===== config.mk =====
export PLATFORM = sky130hd
export DESIGN_NAME = dbuf_ctrl_bank
export DESIGN_NICKNAME = d
export VERILOG_FILES = /design/src/rtl/dbuf_ctrl_pkg.sv /design/src/rtl/dbuf_sync2.sv /design/src/rtl/dbuf_serial.sv /design/src/rtl/dbuf_trigger.sv /design/src/rtl/dbuf_ctrl_bank.sv
export SDC_FILE = /design/constraint.sdc
export NUM_CORES = 1
export LEC_CHECK = 0
export BUFFER_PORTS_ARGS = -buffer_cell sky130_fd_sc_hd__buf_2
export CORE_MARGIN = 4
export CORE_UTILIZATION = 50
export DETAILED_ROUTE_END_ITERATION = 8
export PLACE_DENSITY = 0.78
export SKIP_CTS_REPAIR_TIMING = 1
export SLEW_MARGIN = 20
export SYNTH_ARGS = -nofsm -noshare
export SYNTH_HDL_FRONTEND = slang
export SYNTH_HIERARCHICAL = 1
export SYNTH_SLANG_ARGS = --single-unit
export TNS_END_PERCENT = 30

===== constraint.sdc =====
create_clock -name clk -period 5.7 [get_ports clk]
set_clock_uncertainty 0.15 [all_clocks]
set_input_delay 0.285 -clock clk [delete_from_list [all_inputs] [get_ports clk]]
set_output_delay 0.285 -clock clk [all_outputs]
set_load 0.1 [all_outputs]

===== src/rtl/dbuf_ctrl_pkg.sv =====
package dbuf_ctrl_pkg;
    // Reset value of register idx, before truncation to the register width.
    function automatic logic [31:0] default_word(input int idx);
        return 32'h1357_9BDF + 32'(idx) * 32'h0000_1111;
    endfunction
endpackage


===== src/rtl/dbuf_sync2.sv =====
module dbuf_sync2 #(
    parameter int W = 1,
    parameter logic [W-1:0] RST_VAL = '0
) (
    input  logic         clk,
    input  logic         rst,
    input  logic         en,
    input  logic [W-1:0] din,
    output logic [W-1:0] dout
);
    typedef struct packed {
        logic [W-1:0] s1;
        logic [W-1:0] s2;
    } sync_t;

    sync_t st_d, st_q;

    always_comb begin
        st_d = st_q;
        if (en) begin
            st_d.s1 = din;
            st_d.s2 = st_q.s1;
        end
    end

    always_ff @(posedge clk or posedge rst) begin
        if (rst) st_q <= '{s1: RST_VAL, s2: RST_VAL};
        else     st_q <= st_d;
    end

    assign dout = st_q.s2;
endmodule


===== src/rtl/dbuf_serial.sv =====
module dbuf_serial #(
    parameter int ADDR_W = 2,
    parameter int REG_W  = 16
) (
    input  logic              clk,
    input  logic              rst,
    input  logic              sclk_s,
    input  logic              seln_s,
    input  logic              sdi_s,
    output logic [ADDR_W-1:0] rd_addr,
    input  logic [REG_W-1:0]  rd_data,
    output logic              wr_en,
    output logic [ADDR_W-1:0] wr_addr,
    output logic [REG_W-1:0]  wr_data,
    output logic              sdo,
    output logic              sdo_oe
);
    localparam int LAST  = 8 + REG_W;
    localparam int CNT_W = $clog2(LAST + 1);

    typedef struct packed {
        logic             sclk_prev;
        logic [CNT_W-1:0] cnt;
        logic [7:0]       instr;
        logic [REG_W-1:0] shreg;
        logic             done;
        logic             wr;
        logic             sdo;
        logic             oe;
    } ser_t;

    ser_t ser_d, ser_q;
    logic rise, fall;
    logic [7:0] instr_next;

    function automatic logic addr_ok(input logic [7:0] ins);
        return ((ins[6:0] >> ADDR_W) == 7'd0);
    endfunction

    assign instr_next = {ser_q.instr[6:0], sdi_s};
    assign rd_addr    = instr_next[ADDR_W-1:0];
    assign rise       = sclk_s & ~ser_q.sclk_prev;
    assign fall       = ~sclk_s & ser_q.sclk_prev;

    always_comb begin
        ser_d           = ser_q;
        ser_d.wr        = 1'b0;
        ser_d.sclk_prev = sclk_s;
        if (seln_s) begin
            ser_d.cnt  = '0;
            ser_d.done = 1'b0;
            ser_d.oe   = 1'b0;
            ser_d.sdo  = 1'b0;
        end else if (rise && !ser_q.done) begin
            ser_d.cnt = ser_q.cnt + 1'b1;
            if (ser_q.cnt < CNT_W'(8)) begin
                ser_d.instr = instr_next;
                if (ser_q.cnt == CNT_W'(7))
                    ser_d.shreg = (instr_next[7] && addr_ok(instr_next)) ? rd_data : '0;
            end else begin
                if (!ser_q.instr[7])
                    ser_d.shreg = {ser_q.shreg[REG_W-2:0], sdi_s};
                if (ser_q.cnt == CNT_W'(LAST - 1)) begin
                    ser_d.done = 1'b1;
                    ser_d.wr   = !ser_q.instr[7] && addr_ok(ser_q.instr);
                end
            end
        end else if (fall && ser_q.instr[7] &&
                     ser_q.cnt >= CNT_W'(8) && ser_q.cnt < CNT_W'(LAST)) begin
            ser_d.sdo   = ser_q.shreg[REG_W-1];
            ser_d.shreg = {ser_q.shreg[REG_W-2:0], 1'b0};
            ser_d.oe    = 1'b1;
        end
    end

    always_ff @(posedge clk or posedge rst) begin
        if (rst) ser_q <= '0;
        else     ser_q <= ser_d;
    end

    assign wr_en   = ser_q.wr;
    assign wr_addr = ser_q.instr[ADDR_W-1:0];
    assign wr_data = ser_q.shreg;
    assign sdo     = ser_q.sdo;
    assign sdo_oe  = ser_q.oe;
endmodule


===== src/rtl/dbuf_trigger.sv =====
module dbuf_trigger #(
    parameter int PROF_W   = 4,
    parameter int SYNC_DIV = 4
) (
    input  logic              clk,
    input  logic              rst,
    input  logic              commit_req,
    input  logic [PROF_W-1:0] prof_sel,
    output logic              sync_clk,
    output logic              xfer,
    output logic [PROF_W-1:0] prof_now
);
    localparam int CW = (SYNC_DIV > 1) ? $clog2(SYNC_DIV) : 1;
    localparam int TW = PROF_W + 1;

    typedef struct packed {
        logic [CW-1:0] cnt;
        logic [TW-1:0] prev;
    } trg_t;

    trg_t trg_d, trg_q;
    logic tick;
    logic [TW-1:0] trig_s;

    assign tick = (trg_q.cnt == CW'(SYNC_DIV - 1));

    dbuf_sync2 #(.W(TW), .RST_VAL('0)) trig_sync_i (
        .clk  (clk),
        .rst  (rst),
        .en   (tick),
        .din  ({commit_req, prof_sel}),
        .dout (trig_s)
    );

    always_comb begin
        trg_d     = trg_q;
        trg_d.cnt = tick ? '0 : trg_q.cnt + 1'b1;
        if (tick) trg_d.prev = trig_s;
    end

    always_ff @(posedge clk or posedge rst) begin
        if (rst) trg_q <= '0;
        else     trg_q <= trg_d;
    end

    assign xfer = tick && ((trig_s[TW-1] && !trg_q.prev[TW-1]) ||
                           (trig_s[PROF_W-1:0] != trg_q.prev[PROF_W-1:0]));
    assign prof_now = trig_s[PROF_W-1:0];
    assign sync_clk = (trg_q.cnt >= CW'(SYNC_DIV / 2));
endmodule


===== src/rtl/dbuf_ctrl_bank.sv =====
module dbuf_ctrl_bank #(
    parameter int ADDR_W    = 2,
    parameter int REG_BYTES = 2,
    parameter int PROF_W    = 4,
    parameter int SYNC_DIV  = 4,
    localparam int NUM_REGS = 1 << ADDR_W,
    localparam int REG_W    = 8 * REG_BYTES
) (
    input  logic                      clk,
    input  logic                      hard_rst,
    input  logic                      ser_sel_n,
    input  logic                      ser_clk,
    input  logic                      ser_din,
    output logic                      ser_dout,
    output logic                      ser_doe,
    input  logic                      commit_req,
    input  logic [PROF_W-1:0]         prof_sel,
    output logic                      sync_clk,
    output logic [NUM_REGS*REG_W-1:0] active_regs,
    output logic [PROF_W-1:0]         active_profile
);
    import dbuf_ctrl_pkg::*;

    typedef struct packed {
        logic [NUM_REGS-1:0][REG_W-1:0] stage;
        logic [NUM_REGS-1:0][REG_W-1:0] live;
        logic [PROF_W-1:0]              prof;
    } bank_t;

    bank_t bank_d, bank_q, bank_rst;
    logic [2:0] ser_s;
    logic [ADDR_W-1:0] rd_addr, wr_addr;
    logic [REG_W-1:0] rd_data, wr_data;
    logic wr_en, xfer_w;
    logic [PROF_W-1:0] prof_now;

    dbuf_sync2 #(.W(3), .RST_VAL(3'b010)) ser_sync_i (
        .clk  (clk),
        .rst  (hard_rst),
        .en   (1'b1),
        .din  ({ser_clk, ser_sel_n, ser_din}),
        .dout (ser_s)
    );

    dbuf_serial #(.ADDR_W(ADDR_W), .REG_W(REG_W)) serial_i (
        .clk     (clk),
        .rst     (hard_rst),
        .sclk_s  (ser_s[2]),
        .seln_s  (ser_s[1]),
        .sdi_s   (ser_s[0]),
        .rd_addr (rd_addr),
        .rd_data (rd_data),
        .wr_en   (wr_en),
        .wr_addr (wr_addr),
        .wr_data (wr_data),
        .sdo     (ser_dout),
        .sdo_oe  (ser_doe)
    );

    dbuf_trigger #(.PROF_W(PROF_W), .SYNC_DIV(SYNC_DIV)) trigger_i (
        .clk        (clk),
        .rst        (hard_rst),
        .commit_req (commit_req),
        .prof_sel   (prof_sel),
        .sync_clk   (sync_clk),
        .xfer       (xfer_w),
        .prof_now   (prof_now)
    );

    for (genvar g = 0; g < NUM_REGS; g++) begin : g_rst
        assign bank_rst.stage[g] = REG_W'(default_word(g));
        assign bank_rst.live[g]  = REG_W'(default_word(g));
        assign active_regs[g*REG_W +: REG_W] = bank_q.live[g];
    end
    assign bank_rst.prof = '0;

    assign rd_data = bank_q.stage[rd_addr];

    always_comb begin
        bank_d = bank_q;
        if (wr_en) bank_d.stage[wr_addr] = wr_data;
        if (xfer_w) begin
            bank_d.live = bank_q.stage;
            bank_d.prof = prof_now;
        end
    end

    always_ff @(posedge clk or posedge hard_rst) begin
        if (hard_rst) bank_q <= bank_rst;
        else          bank_q <= bank_d;
    end

    assign active_profile = bank_q.prof;
endmodule


# --- Yosys cells after proc, flatten, opt, wreduce, memory -nomap -nowiden ---
# Cells that the tools add are included.
word_totals:
  out_inout_bits: 71
  elab_cells: 91
  regBits: 189
  input_bits: 10
classes:
  magnitude_cmp: 7
  mux: 23
  n_bitwise: 5
  reduce_logical: 23
  addsub: 2
  n_eq_ne: 8
op_table:
  columns: ["op", "n"]
  rows:
  - ["$mux W16", 8]
  - ["$bwmux W64", 1]
  - ["$bmux W16 S2", 1]
  - ["$demux W16 S2", 1]
  - ["$logic_not A7 Y1", 2]
  - ["$mux W2", 7]
  - ["$mux W13", 1]
  - ["$logic_and A1 B1 Y1", 9]
  - ["$mux W8", 1]
  - ["$reduce_bool A2 Y1", 4]
  - ["$lt A2 B3 Y1 const B", 2]
  - ["$ne A3 B3 Y1 const B", 2]
  - ["$reduce_and A3 Y1", 2]
  - ["$add A5 B1 Y5 const B", 1]
  - ["$eq A5 B3 Y1 const B", 1]
  - ["$eq A5 B5 Y1 const B", 1]
  - ["$ge A5 B4 Y1 const B", 1]
  - ["$lt A5 B4 Y1 const B", 1]
  - ["$lt A5 B5 Y1 const B", 1]
  - ["$mux W5", 1]
  - ["$ne A2 B2 Y1 const B", 2]
  - ["$ne A4 B4 Y1", 1]
  - ["$reduce_and A4 Y1", 1]
  - ["$logic_not A1 Y1", 3]
  - ["9 further kinds", 13]

# --- Longest topological paths before layout ---
# Gate-level depths: netlist of the first run.
logic_depth:
  ltp_word: 8
  depth_mapped: 8
  ltp_nobuf: 5

# --- Cells and area by module ---
# The synthesis of the first run kept the hierarchy.
by_module_without_submodules:
  columns: ["mod", "cells_each", "area_per_inst_um2", "n_inst"]
  rows:
  - ["dbuf_ctrl_bank", 370, 5906.9, 1]
  - ["dbuf_serial", 142, 1740.4, 1]
  - ["dbuf_sync2 (trigger_i.trig_sync_i)", 27, 452.9, 1]
  - ["dbuf_trigger", 27, 337.8, 1]
  - ["dbuf_sync2 (ser_sync_i)", 17, 280.3, 1]

# --- Worst setup path after synthesis of the first run ---
# OpenSTA, ideal clock, no wires.
synth_path:
  path_type: "flip-flop to flip-flop"
  from: "register ser_sync_i.st_q, in the netlist ser_sync_i/dout[0]"
  to: "register serial_i.ser_q, in the netlist serial_i/wr_data[5]"
  t_required_ns: 5.423
  t_arrival_ns: 1.911
  slack_ns: 3.511
  path_stages_with_launch: 8
  path_cell_list: "dfrtp_1 buf_4 buf_4 buf_2 buf_4 mux4_2 a22o_1 mux2_1"
synth_between:
  elab_chain_cells: 6
synth_rtl:
  columns: ["element", "line", "source"]
  rows:
  - ["from (decl)", "dbuf_sync2.sv:16", "sync_t st_d, st_q;"]
  - ["from (signal assigned)", "dbuf_sync2.sv:27", "if (rst) st_q <= '{s1: RST_VAL, s2: RST_VAL};"]
  - ["from (signal assigned)", "dbuf_sync2.sv:28", "else st_q <= st_d;"]
  - ["$bmux W16 S2", "dbuf_ctrl_bank.sv:77", "assign rd_data = bank_q.stage[rd_addr];"]
  - ["$mux W16 (not written as such)", "dbuf_ctrl_bank.sv:77", null]
  - ["net rd_data[5]", "dbuf_ctrl_bank.sv:33", "logic [REG_W-1:0] rd_data, wr_data;"]
  - ["$mux W16", "dbuf_serial.sv:59", "ser_d.shreg = (instr_next[7] && addr_ok(instr_next)) ? rd_data : '0;"]
  - ["$mux W16", "dbuf_serial.sv:58", "if (ser_q.cnt == CNT_W'(7))"]
  - ["$mux W16", "dbuf_serial.sv:56", "if (ser_q.cnt < CNT_W'(8)) begin"]
  - ["$mux W16", "dbuf_serial.sv:54", "end else if (rise && !ser_q.done) begin"]
  - ["to (signal assigned)", "dbuf_serial.sv:78", "else ser_q <= ser_d;"]
  - ["to (decl)", "dbuf_serial.sv:32", "ser_t ser_d, ser_q;"]
# The timed path passes the listed nets, and every way through them passes these cells. The select of a mux whose other input is x is not followed.
# A chain may end at the register's enable or synchronous reset.

# --- Final worst setup path of the first run ---
layout_path:
  from: "register trigger_i/trg_q[6] (netlist name)"
  to: "register bank_q, in the netlist active_regs[14]"
layout_between:
  elab_chain_cells: 2
layout_rtl:
  columns: ["element", "line", "source"]
  rows:
  - ["from (decl)", "dbuf_trigger.sv:21", "trg_t trg_d, trg_q;"]
  - ["from (signal assigned)", "dbuf_trigger.sv:43", "else trg_q <= trg_d;"]
  - ["$eq A2 B2 Y1", "dbuf_trigger.sv:25", "assign tick = (trg_q.cnt == CW'(SYNC_DIV - 1));"]
  - ["net trigger_i.tick", "dbuf_trigger.sv:22", "logic tick;"]
  - ["$logic_and A1 B1 Y1", "dbuf_trigger.sv:46", "assign xfer = tick && ((trig_s[TW-1] && !trg_q.prev[TW-1]) ||"]
  - ["net xfer_w", "dbuf_ctrl_bank.sv:34", "logic wr_en, xfer_w;"]
  - ["to (signal assigned)", "dbuf_ctrl_bank.sv:89", "if (hard_rst) bank_q <= bank_rst;"]
  - ["to (signal assigned)", "dbuf_ctrl_bank.sv:90", "else bank_q <= bank_d;"]
  - ["to (decl)", "dbuf_ctrl_bank.sv:30", "bank_t bank_d, bank_q, bank_rst;"]
# The timed path passes the listed nets, and every way through them passes these cells.

==> summary.txt, run 1 <==
Die
  – Die H: 140.1 um
  – Core area: 17,180 um2
  – FP Rows: 48
  – Die Wd: 140.1 um
  – Io pins: 81
  – Initial core utilization: 0.5076
  – DIE AREA: 19,610 um2

Worst setup path
  – Crit path DAT: 3.36 ns
  – R2R depth: 4
  – Crit end category: flip-flop
  – Flop2flop setup slack: 2.50 ns
  – R2R Path End: active_regs[14]$_DFFE_PP0P_
  – Max incr delay on CP: 0.88 ns
  – Required @ worst endpoint: 5.86 ns
  – Critical-path cell list: ha_1 -> o41a_2 -> buf_4 -> mux2_2
  – Slowest cell on the critical path: o41a_2
  – Worst R2R Start: trigger_i/trg_q[6]$_DFF_PP0_
  – Crit start category: flip-flop
  – CP max FO: 38
  – Crit Path Class: flip-flop to flip-flop

Synth
  – Post-synth ARST share: 1.000
  – #FFs+latches synth: 189
  – Sequential fraction of the synthesis area: 0.5528
  – Syn_nets: 596
  – Synth Instances: 583
  – Syn Area/Cell: 14.95 um2
  – Yosys cell types: 41
  – Top post-synthesis cells by area: dfrtp_1 (34%), dfstp_2 (22%), mux2_2 (19%)
  – Top FF cell, synth: dfrtp_1
  – Area share of the largest cell type after synthesis: 0.3358
  – Post-synth EDFFs: 0
  – Cell taking the most area after synthesis: dfrtp_1
  – Cell Area, Synth: 8718 um2
  – Warning count from the yosys run: 6

Clock tree
  – CTS tree: built
  – Clock Path Buffers: 2
  – CTS root buffer: clkbuf_16
  – Worst-path clk slew: 0.07 ns
  – Clk sink count: 189
  – Clock network latency to the later pin of the worst-skew pair: 0.43 ns
  – CTS buffer count: 17
  – H-tree depth: 4

GRT
  – First-pass GRT wire length: 25,670 um
  – Vias in the first global route: 4,723
  – Gr usage total: 0.1656
  – Largest net degree at the start of global routing: 72
  – Overflow after GRT: 0
  – Initial antenna violation count: 0

Cells and area
  – Most frequent cells in the layout: mux2_2 (148), dfrtp_1 (116), buf_2 (80), dfstp_2 (72), clkbuf_16 (17)
  – Area Overhead vs Synth: 6.472%
  – Commonest non-fill, non-tap cell in the layout: mux2_2
  – ANT cells: 0
  – Final #Nets: 588
  – Share of cells above drive strength 1: 0.6480

Route
  – Pre-antenna DRT Iters: 4
  – Wire per inst: 18.78 um
  – Routed Antenna Nets: 0
  – DR vias: 4,334
  – Residual DRC: 0
  – Via/cell ratio: 5.331
  – Total Wirelength: 15,270 um
  – Initial drt markers: 223

Min path
  – Min-delay worst type: input pin to asynchronous set/reset pin

Pwr
  – Leakage Power: 4.426 nW
  – Sw Ratio: 0.2322
  – Psw: 684.8 uW
  – Clk pwr share: 0.436
  – Max VDD drop: 0.0002335 V
  – Pwr/cell area: 317.8 nW/um2
  – Gate power share: 0.068
  – Internal power: 2.265 mW
  – Final Power: 2.950 mW
  – Seq pwr share: 0.497

Place
  – DP HPWL: 9957 um
  – GP Congestion: 0.7582
  – # port buffers: 80

Job
  – Max Cap Viol: 0

STA
  – Final setup vio count: 0
  – Worst Hold Slack: 0.2281 ns
  – RSZ-0062 raised after global routing: false
  – Fin. Hold Viols: 0
  – Post-route setup TNS: 0 ns
  – Final Cycle Share: 0.5614
  – Slew headroom: 0.2815
  – Pins Over Slew Limit: 0
  – Max Freq: 312.5 MHz
  – Worst-margin pin slew: 1.077 ns
  – Fin crit period: 3.200 ns

Status
  – Outcome: complete, no violations
-- per-layer routing --
metal | part of all wire | up-vias | GRT usage
met5 | 0 | - | 0
met4 | 0.011 | 0 | 0.04284
met3 | 0.048 | 16 | 0.04814
met2 | 0.51 | 94 | 0.2768
met1 | 0.43 | 2274 | 0.2137
li1 | - | 1950 | -
-- area by class of cell --
cell class | count | area [um2]
Tap cell | 225 | 281.5
Inverter | 9 | 36.28
Clock buffer | 18 | 429.2
Timing Repair Buffer | 93 | 520.5
Fill cell | 1393 | 7894
Multi-Input combinational cell | 265 | 2979
Sequential cell | 189 | 4821
Clock inverter | 14 | 215.2
-- worst max-delay path by stage --
stage,startpoint,endpoint,slack (ns),cells after the start
finish,trigger_i/trg_q[6]$_DFF_PP0_,active_regs[14]$_DFFE_PP0P_,2.50,4
global route,trigger_i/trg_q[5]$_DFF_PP0_,active_regs[30]$_DFFE_PP0P_,2.26,4
CTS,trigger_i/trg_q[6]$_DFF_PP0_,active_regs[40]$_DFFE_PP0P_,2.46,4
detailed placement,trigger_i/trg_q[6]$_DFF_PP0_,active_regs[40]$_DFFE_PP0P_,2.48,4
global placement,trigger_i/trg_q[5]$_DFF_PP0_,active_regs[40]$_DFFE_PP0P_,2.62,4
floorplan,hard_rst,active_profile[0]$_DFFE_PP0P_,1.85,1
-- synth_stat cells (6+ instances only) --
cell       n
mux2_1    13
mux4_2    16
inv_1      9
buf_4     99
nor2_1     9
a22o_1    15
mux2_2   148
dfrtp_1  117
mux2_4    16
buf_2     14
xor2_1     6
dfstp_2   72
-- critical path: cells and delay by family, from the launching register on --
| kind | cells | cell delay (ns) |
|---|---|---|
| buffers and inverters | 1 | 0.51 |
| adder cells (fa/ha/maj) | 1 | 0.76 |
| flip-flops | 1 | 0.38 |
| multiplexers | 1 | 0.39 |
| AO/OA/AOI/OAI | 1 | 0.88 |
-- per-stage QoR --
stage	utilization	instances	cell area, um2	setup slack, ns
finish	0.5404	813	9283	2.500
global route	0.5404	813	9283	2.257
CTS	0.5351	804	9191	2.463
detailed placement	0.4976	772	8547	2.476
global placement	0.4976	772	8547	2.625
floorplan	-	583	8718	1.855
-- logic make-up (layout without fill, tap and decap cells) --
logic type                 count (synthesis)  after routing  share of synthesized area
AOI/OAI and AO/OA                         25             25                    0.02282
muxes                                    194            194                     0.2780
adders and majority gates                  3              3                   0.004306
DFF                                      189            189                     0.5528
other                                      1              1                  0.0004301
xor gates and xnor gates                   8              8                   0.008037
buffers and inverters                    129            134                     0.1056
and+or+nand+nor                           34             34                    0.02799
-- registers in the layout (all words and copies together) (netlist names), 3 cells and up --
name,count
serial_i/wr_data,16
ser_sync_i/dout,3
active_profile,4
bank_q,64
serial_i/instr_next,5
active_regs,64
trigger_i/trig_sync_i/st_q,5
serial_i/ser_q,8
ser_sync_i/st_q,3
trigger_i/trig_sync_i/dout,5
trigger_i/trg_q,7
-- power by group through the flow --
stage | clock network, mW | logic [mW] | registers [mW]
2_1_floorplan | 0 | 0.230 | 1.43
3_3_place_gp | 0 | 0.193 | 1.49
3_5_place_dp | 0 | 0.199 | 1.49
4_1_cts | 1.31 | 0.199 | 1.47
5_1_grt | 1.38 | 0.216 | 1.47
6_report | 1.29 | 0.200 | 1.46
No activity file was read; power rests on OpenSTA's default activity.
==> run 2, diff against run 1 <==
==> constraint.sdc (replaced) <==
create_clock -name clk -period 3 [get_ports clk]
set_clock_uncertainty 0.15 [all_clocks]
set_input_delay 0.15 -clock clk [delete_from_list [all_inputs] [get_ports clk]]
set_output_delay 0.15 -clock clk [all_outputs]
set_load 0.1 [all_outputs]
==> run 2 against run 1 <==
  * Cell count rose by 1.2%
  * Worst setup slack got worse by 1.9 ns
  * First-iteration DRC count rose by 0.90%
  * Total power rose by 83%
  * Sequential cell count did not move
  * Register-to-register slack got worse by 1.9 ns
  * Global-route usage rose by 0.33 points
  * Via count rose by 2.3%
  * Count of clock-buffer cells in the layout fell by 1
  * Critical endpoint is now serial_i/wr_data[0]$_DFFE_PP0P_
==> summary.txt, run 2 (synthesis results as in run 1) <==
Worst setup path
  – R2R Path End: serial_i/wr_data[0]$_DFFE_PP0P_
  – CP top delay family: flip-flops
  – Slowest cell on the critical path: dfrtp_1
  – Crit. path cell count: 3
  – CP max FO: 17
  – Required @ worst endpoint: 3.16 ns
  – Max incr delay on CP: 1.03 ns
  – Crit start category: flip-flop
  – Worst setup endpoint: serial_i/wr_data[0]$_DFFE_PP0P_
  – R2R depth: 3
  – Flop2flop setup slack: 0.57 ns
  – Setup crit start: ser_sync_i/dout[0]$_DFFE_PP0P_
  – Worst path bufs/invs: 0
  – Critical-path cell list: mux4_2 -> a32o_1 -> mux2_1
  – Crit end category: flip-flop
  – Crit Path Class: flip-flop to flip-flop
  – Crit path DAT: 2.59 ns
  – Worst R2R Start: ser_sync_i/dout[0]$_DFFE_PP0P_

Clock tree
  – CTS tree: built
  – Clock Path Buffers: 2
  – CTS buffer count: 17
  – Clk sink count: 189
  – H-tree depth: 4
  – Worst-path clk slew: 0.07 ns
  – Clock network latency to the later pin of the worst-skew pair: 0.43 ns
  – CTS root buffer: clkbuf_16

GRT
  – First-pass GRT wire length: 26,330 um
  – Vias in the first global route: 4,813
  – Largest net degree at the start of global routing: 60
  – Overflow after GRT: 0
  – Initial antenna violation count: 0
  – Gr usage total: 0.1689

Cells and area
  – Area Overhead vs Synth: 6.788%
  – Final #Nets: 598
  – Fillers: 1,403
  – Design area: 9310 um2
  – ANT cells: 0
  – Share of cells above drive strength 1: 0.6538
  – Most frequent cells in the layout: mux2_2 (148), dfrtp_1 (117), buf_2 (80), dfstp_2 (72), clkbuf_16 (17)
  – Post-Layout Cell Count: 823
  – Commonest non-fill, non-tap cell in the layout: mux2_2

Pwr
  – Max VDD drop: 0.0004611 V
  – Pwr/cell area: 578.6 nW/um2
  – Leakage Power: 4.455 nW

Route
  – Total Wirelength: 15,690 um
  – Via/cell ratio: 5.385
  – DR vias: 4,432
  – Pre-antenna DRT Iters: 4
  – Routed Antenna Nets: 0
  – Wire per inst: 19.07 um
  – Residual DRC: 0
  – Initial drt markers: 225

Job
  – Max Cap Viol: 0

Place
  – DP HPWL: 10,610 um
  – GP Congestion: 0.7616
  – DP Area: 8648 um2
  – Placed cell count: 782
  – Dpl ws: 0.5392 ns
  – # port buffers: 80

Die
  – FP Rows: 48
  – Initial core utilization: 0.5076
  – Io pins: 81
  – Die H: 140.1 um
  – DIE AREA: 19,610 um2
  – Die Wd: 140.1 um
  – Core area: 17,180 um2

STA
  – Worst Hold Slack: 0.09802 ns
  – Final Cycle Share: 0.8110
  – Slew headroom: 0.3082
  – Worst-margin pin slew: 1.038 ns
  – Final WS setup: 0.5670 ns
  – Final setup vio count: 0
  – Post-route setup TNS: 0 ns
  – Fin. Hold Viols: 0
  – RSZ-0062 raised after global routing: false
  – Max Freq: 411.0 MHz
  – Pins Over Slew Limit: 0
  – Fin crit period: 2.433 ns

Status
  – Outcome: complete, no violations

Min path
  – Min-delay worst type: input pin to asynchronous set/reset pin
-- run 2: area by class of cell --
type / instances / area (um2) / area share
Clock inverter: 15 / 146.4 / 0.01572
Inverter: 9 / 37.54 / 0.004032
Tap cell: 225 / 281.5 / 0.03024
Multi-Input combinational cell: 265 / 2979 / 0.3200
Sequential cell: 189 / 4820 / 0.5177
Clock buffer: 17 / 425.4 / 0.04569
Timing Repair Buffer: 103 / 620.6 / 0.06666
-- run 2: worst min path at each step --
stage | startpoint | to
3_3_place_gp | hard_rst | ser_sync_i/st_q[3]$_DFFE_PP0P_
6_report | hard_rst | ser_sync_i/st_q[3]$_DFFE_PP0P_
2_1_floorplan | hard_rst | ser_sync_i/dout[0]$_DFFE_PP0P_
5_1_grt | hard_rst | ser_sync_i/dout[0]$_DFFE_PP0P_
3_5_place_dp | hard_rst | ser_sync_i/st_q[3]$_DFFE_PP0P_
4_1_cts | hard_rst | ser_sync_i/dout[0]$_DFFE_PP0P_
-- run 2: metal layers --
layer | vias up | track usage | wire length [um] | part of all wire
met5 | - | 0 | 0 | 0
met4 | 0 | 0.05711 | 247 | 0.016
met3 | 25 | 0.03721 | 575 | 0.037
met2 | 86 | 0.2854 | 8006 | 0.51
met1 | 2348 | 0.2172 | 6865 | 0.44
li1 | 1973 | - | - | -
-- run 2: report_power, final --
| group | leakage, nW | switching, mW | internal [mW] | total, mW |
|---|---|---|---|---|
| Combinational | 1.86 | 0.196 | 0.202 | 0.398 |
| Clock | 0.288 | 1.03 | 1.17 | 2.21 |
| Sequential | 2.31 | 0.150 | 2.63 | 2.78 |
-- run 2: stage by stage --
stage	power, mW	util
finish	5.387	0.5420
global route	5.602	0.5420
CTS	5.424	0.5368
detailed placement	3.218	0.5035
global placement	3.196	0.5035
floorplan	3.157	-
-- run 2: tightest hold or removal path: stages --
cell and delay [ns]:
dlygate4sd3_1 0.54, buf_2 0.16, inv_1 0.21
==> run 3, diff against run 2 <==
--- a/config.mk
+++ b/config.mk
@@ -5,6 +5,7 @@
 export SDC_FILE = /design/constraint.sdc
 export NUM_CORES = 1
 export LEC_CHECK = 0
+export ABC_AREA = 1
 export BUFFER_PORTS_ARGS = -buffer_cell sky130_fd_sc_hd__buf_2
 export CORE_MARGIN = 4
 export CORE_UTILIZATION = 50
==> constraint.sdc (replaced) <==
create_clock -name clk -period 2.3 [get_ports clk]
set_clock_uncertainty 0.15 [all_clocks]
set_input_delay 0.115 -clock clk [delete_from_list [all_inputs] [get_ports clk]]
set_output_delay 0.115 -clock clk [all_outputs]
set_load 0.1 [all_outputs]
==> run 3 against run 2 <==
  * Combinational power rose to 3.8 times the previous value
  * Critical path depth up 3
  * Non-clock buffer count unchanged
  * Clock power up 32%
  * Utilization down 0.89 points
  * Design area up 6.7%
  * Register-to-register slack worse by 0.16 ns
  * Highest routed layer unchanged
==> summary.txt, run 3 <==
STA
  – Slew headroom: 0.5273
  – Pins Over Slew Limit: 0
  – Post-route setup TNS: 0 ns
  – Final Cycle Share: 0.8211
  – Worst Hold Slack: 0.05475 ns
  – RSZ-0062 raised after global routing: false
  – Fin crit period: 1.889 ns
  – Fin. Hold Viols: 0
  – Final setup vio count: 0
  – Final WS setup: 0.4114 ns
  – Max Freq: 529.5 MHz
  – Worst-margin pin slew: 0.7090 ns

Die
  – DIE AREA: 21,160 um2
  – FP Rows: 50
  – Die H: 145.5 um
  – Io pins: 81
  – Core area: 18,640 um2
  – Die Wd: 145.5 um
  – Initial core utilization: 0.5067

Clock tree
  – CTS tree: built
  – CTS buffer count: 17
  – H-tree depth: 4
  – Worst-path clk slew: 0.07 ns
  – Clock network latency to the later pin of the worst-skew pair: 0.44 ns
  – Clock Path Buffers: 2
  – CTS root buffer: clkbuf_16
  – Clk sink count: 189

GRT
  – Vias in the first global route: 6,626
  – Gr usage total: 0.2092
  – First-pass GRT wire length: 34,960 um
  – Initial antenna violation count: 0
  – Overflow after GRT: 0
  – Largest net degree at the start of global routing: 133

Worst setup path
  – CP max FO: 16
  – CP top delay family: simple AND/OR/NAND/NOR gates
  – R2R Path End: serial_i/instr_next[4]$_DFFE_PP0P_
  – CP most frequent cell: nor2_4
  – R2R depth: 6
  – Crit start category: flip-flop
  – Crit path DAT: 2.07 ns
  – Crit. path cell count: 6
  – Worst path bufs/invs: 1
  – Required @ worst endpoint: 2.48 ns
  – Crit Path Class: flip-flop to flip-flop
  – Worst R2R Start: serial_i/ser_q[31]$_DFFE_PP0P_
  – Max incr delay on CP: 0.47 ns
  – Flop2flop setup slack: 0.41 ns
  – Setup crit start: serial_i/ser_q[31]$_DFFE_PP0P_
  – Slowest cell on the critical path: dfrtp_1
  – Worst setup endpoint: serial_i/instr_next[4]$_DFFE_PP0P_
  – Critical-path cell list: nor2_4 -> inv_2 -> nor2_4 -> nand2_4 -> nor2_1 -> a21oi_2
  – Crit end category: flip-flop

Place
  – DP Area: 9266 um2
  – DP HPWL: 15,070 um
  – Placed cell count: 1,316
  – # port buffers: 80
  – Dpl ws: 0.4539 ns
  – GP Congestion: 0.9286

Cells and area
  – Area Overhead vs Synth: 5.205%
  – Commonest non-fill, non-tap cell in the layout: nand2_1
  – Final #Nets: 1,123
  – Design area: 9938 um2
  – Final Util: 0.5331
  – Share of cells above drive strength 1: 0.2146
  – ANT cells: 0
  – Fillers: 1,688
  – Post-Layout Cell Count: 1,357
  – Most frequent cells in the layout: nand2_1 (353), dfrtp_1 (117), inv_1 (113), buf_2 (80), nor2_1 (79)

Pwr
  – Clk pwr share: 0.358
  – Max VDD drop: 0.0005224 V
  – Final Power: 8.159 mW
  – Sw Ratio: 0.3284
  – Internal power: 5.479 mW
  – Leakage Power: 5.066 nW
  – Pwr/cell area: 821.0 nW/um2
  – Gate power share: 0.188
  – Psw: 2.680 mW
  – Seq pwr share: 0.454

Min path
  – Min-delay worst type: input pin to asynchronous set/reset pin

Synth
  – Top post-synthesis cells by area: dfrtp_1 (31%), dfstp_2 (20%), nand2_1 (14%)
  – #FFs+latches synth: 189
  – Warning count from the yosys run: 6
  – Synth Instances: 1,131
  – Sequential fraction of the synthesis area: 0.5102
  – Syn Area/Cell: 8.352 um2
  – Area share of the largest cell type after synthesis: 0.3099
  – Cell taking the most area after synthesis: dfrtp_1
  – Top FF cell, synth: dfrtp_1
  – Yosys cell types: 31
  – Post-synth EDFFs: 0
  – Cell Area, Synth: 9447 um2
  – Most numerous cell in the Yosys netlist: nand2_1
  – Post-synth ARST share: 1.000
  – Most frequent cells after synthesis: nand2_1 (353), dfrtp_1 (117), inv_1 (114), buf_4 (102), nor2_1 (79)

Job
  – Max Cap Viol: 0

Route
  – Routed Antenna Nets: 0
  – Pre-antenna DRT Iters: 5
  – Via/cell ratio: 5.139
  – Initial drt markers: 612
  – Total Wirelength: 21,910 um
  – Residual DRC: 0
  – DR vias: 6,974
  – Wire per inst: 16.15 um

Status
  – Outcome: complete, no violations
-- run 3: power by group through the flow --
stage	registers [mW]	logic (mW)	clock network [mW]
2_1_floorplan	3.66	1.47	0
5_1_grt	3.73	1.65	3.12
4_1_cts	3.70	1.51	2.97
3_3_place_gp	3.75	1.49	0
3_5_place_dp	3.76	1.51	0
6_report	3.71	1.53	2.92
-- run 3: worst min path at each step --
stage               startpoint                        endpoint  slack [ns]  cells after the start
floorplan             hard_rst  ser_sync_i/dout[0]$_DFFE_PP0P_       -0.25                      1
global placement      hard_rst  ser_sync_i/dout[0]$_DFFE_PP0P_       -0.03                      2
detailed placement    hard_rst  ser_sync_i/dout[0]$_DFFE_PP0P_       -0.02                      2
CTS                   hard_rst  ser_sync_i/dout[2]$_DFFE_PP0P_       -0.50                      2
global route          hard_rst  ser_sync_i/dout[0]$_DFFE_PP0P_        0.07                      3
finish                hard_rst  ser_sync_i/dout[2]$_DFFE_PP0P_        0.05                      3
-- run 3: layout make-up --
| class | count | area, um2 | area share |
|---|---|---|---|
| Sequential cell | 189 | 4820 | 0.4850 |
| Clock buffer | 21 | 481.7 | 0.04847 |
| Tap cell | 234 | 292.8 | 0.02946 |
| Inverter | 122 | 461.7 | 0.04646 |
| Clock inverter | 11 | 100.1 | 0.01007 |
| Timing Repair Buffer | 103 | 645.6 | 0.06496 |
| Multi-Input combinational cell | 677 | 3137 | 0.3156 |
-- run 3: cells by family after synthesis --
family,after synthesis,synth area share
AND/OR/NAND/NOR,557,0.2592
flip-flops,189,0.5102
other,1,0.0003970
adder cells (fa/ha/maj),3,0.003974
AO/OA/AOI/OAI,110,0.06490
buffers and inverters,271,0.1613
-- run 3: routing by layer --
metal  part of all wire  global-route usage  up-vias
li1                   -                   -     3395
met3              0.068             0.05045       52
met5                  0                   0        -
met1               0.41              0.2664     3313
met4              0.031             0.08072        0
met2               0.49              0.3477      214
-- run 3: worst register-to-register path: cells and delay by family, from the launching register on --
family                 cells  cell delay (ns)
and+or+nand+nor            4             1.05
DFF                        1             0.47
buffers and inverters      1             0.07
AOI/OAI and AO/OA          1             0.04
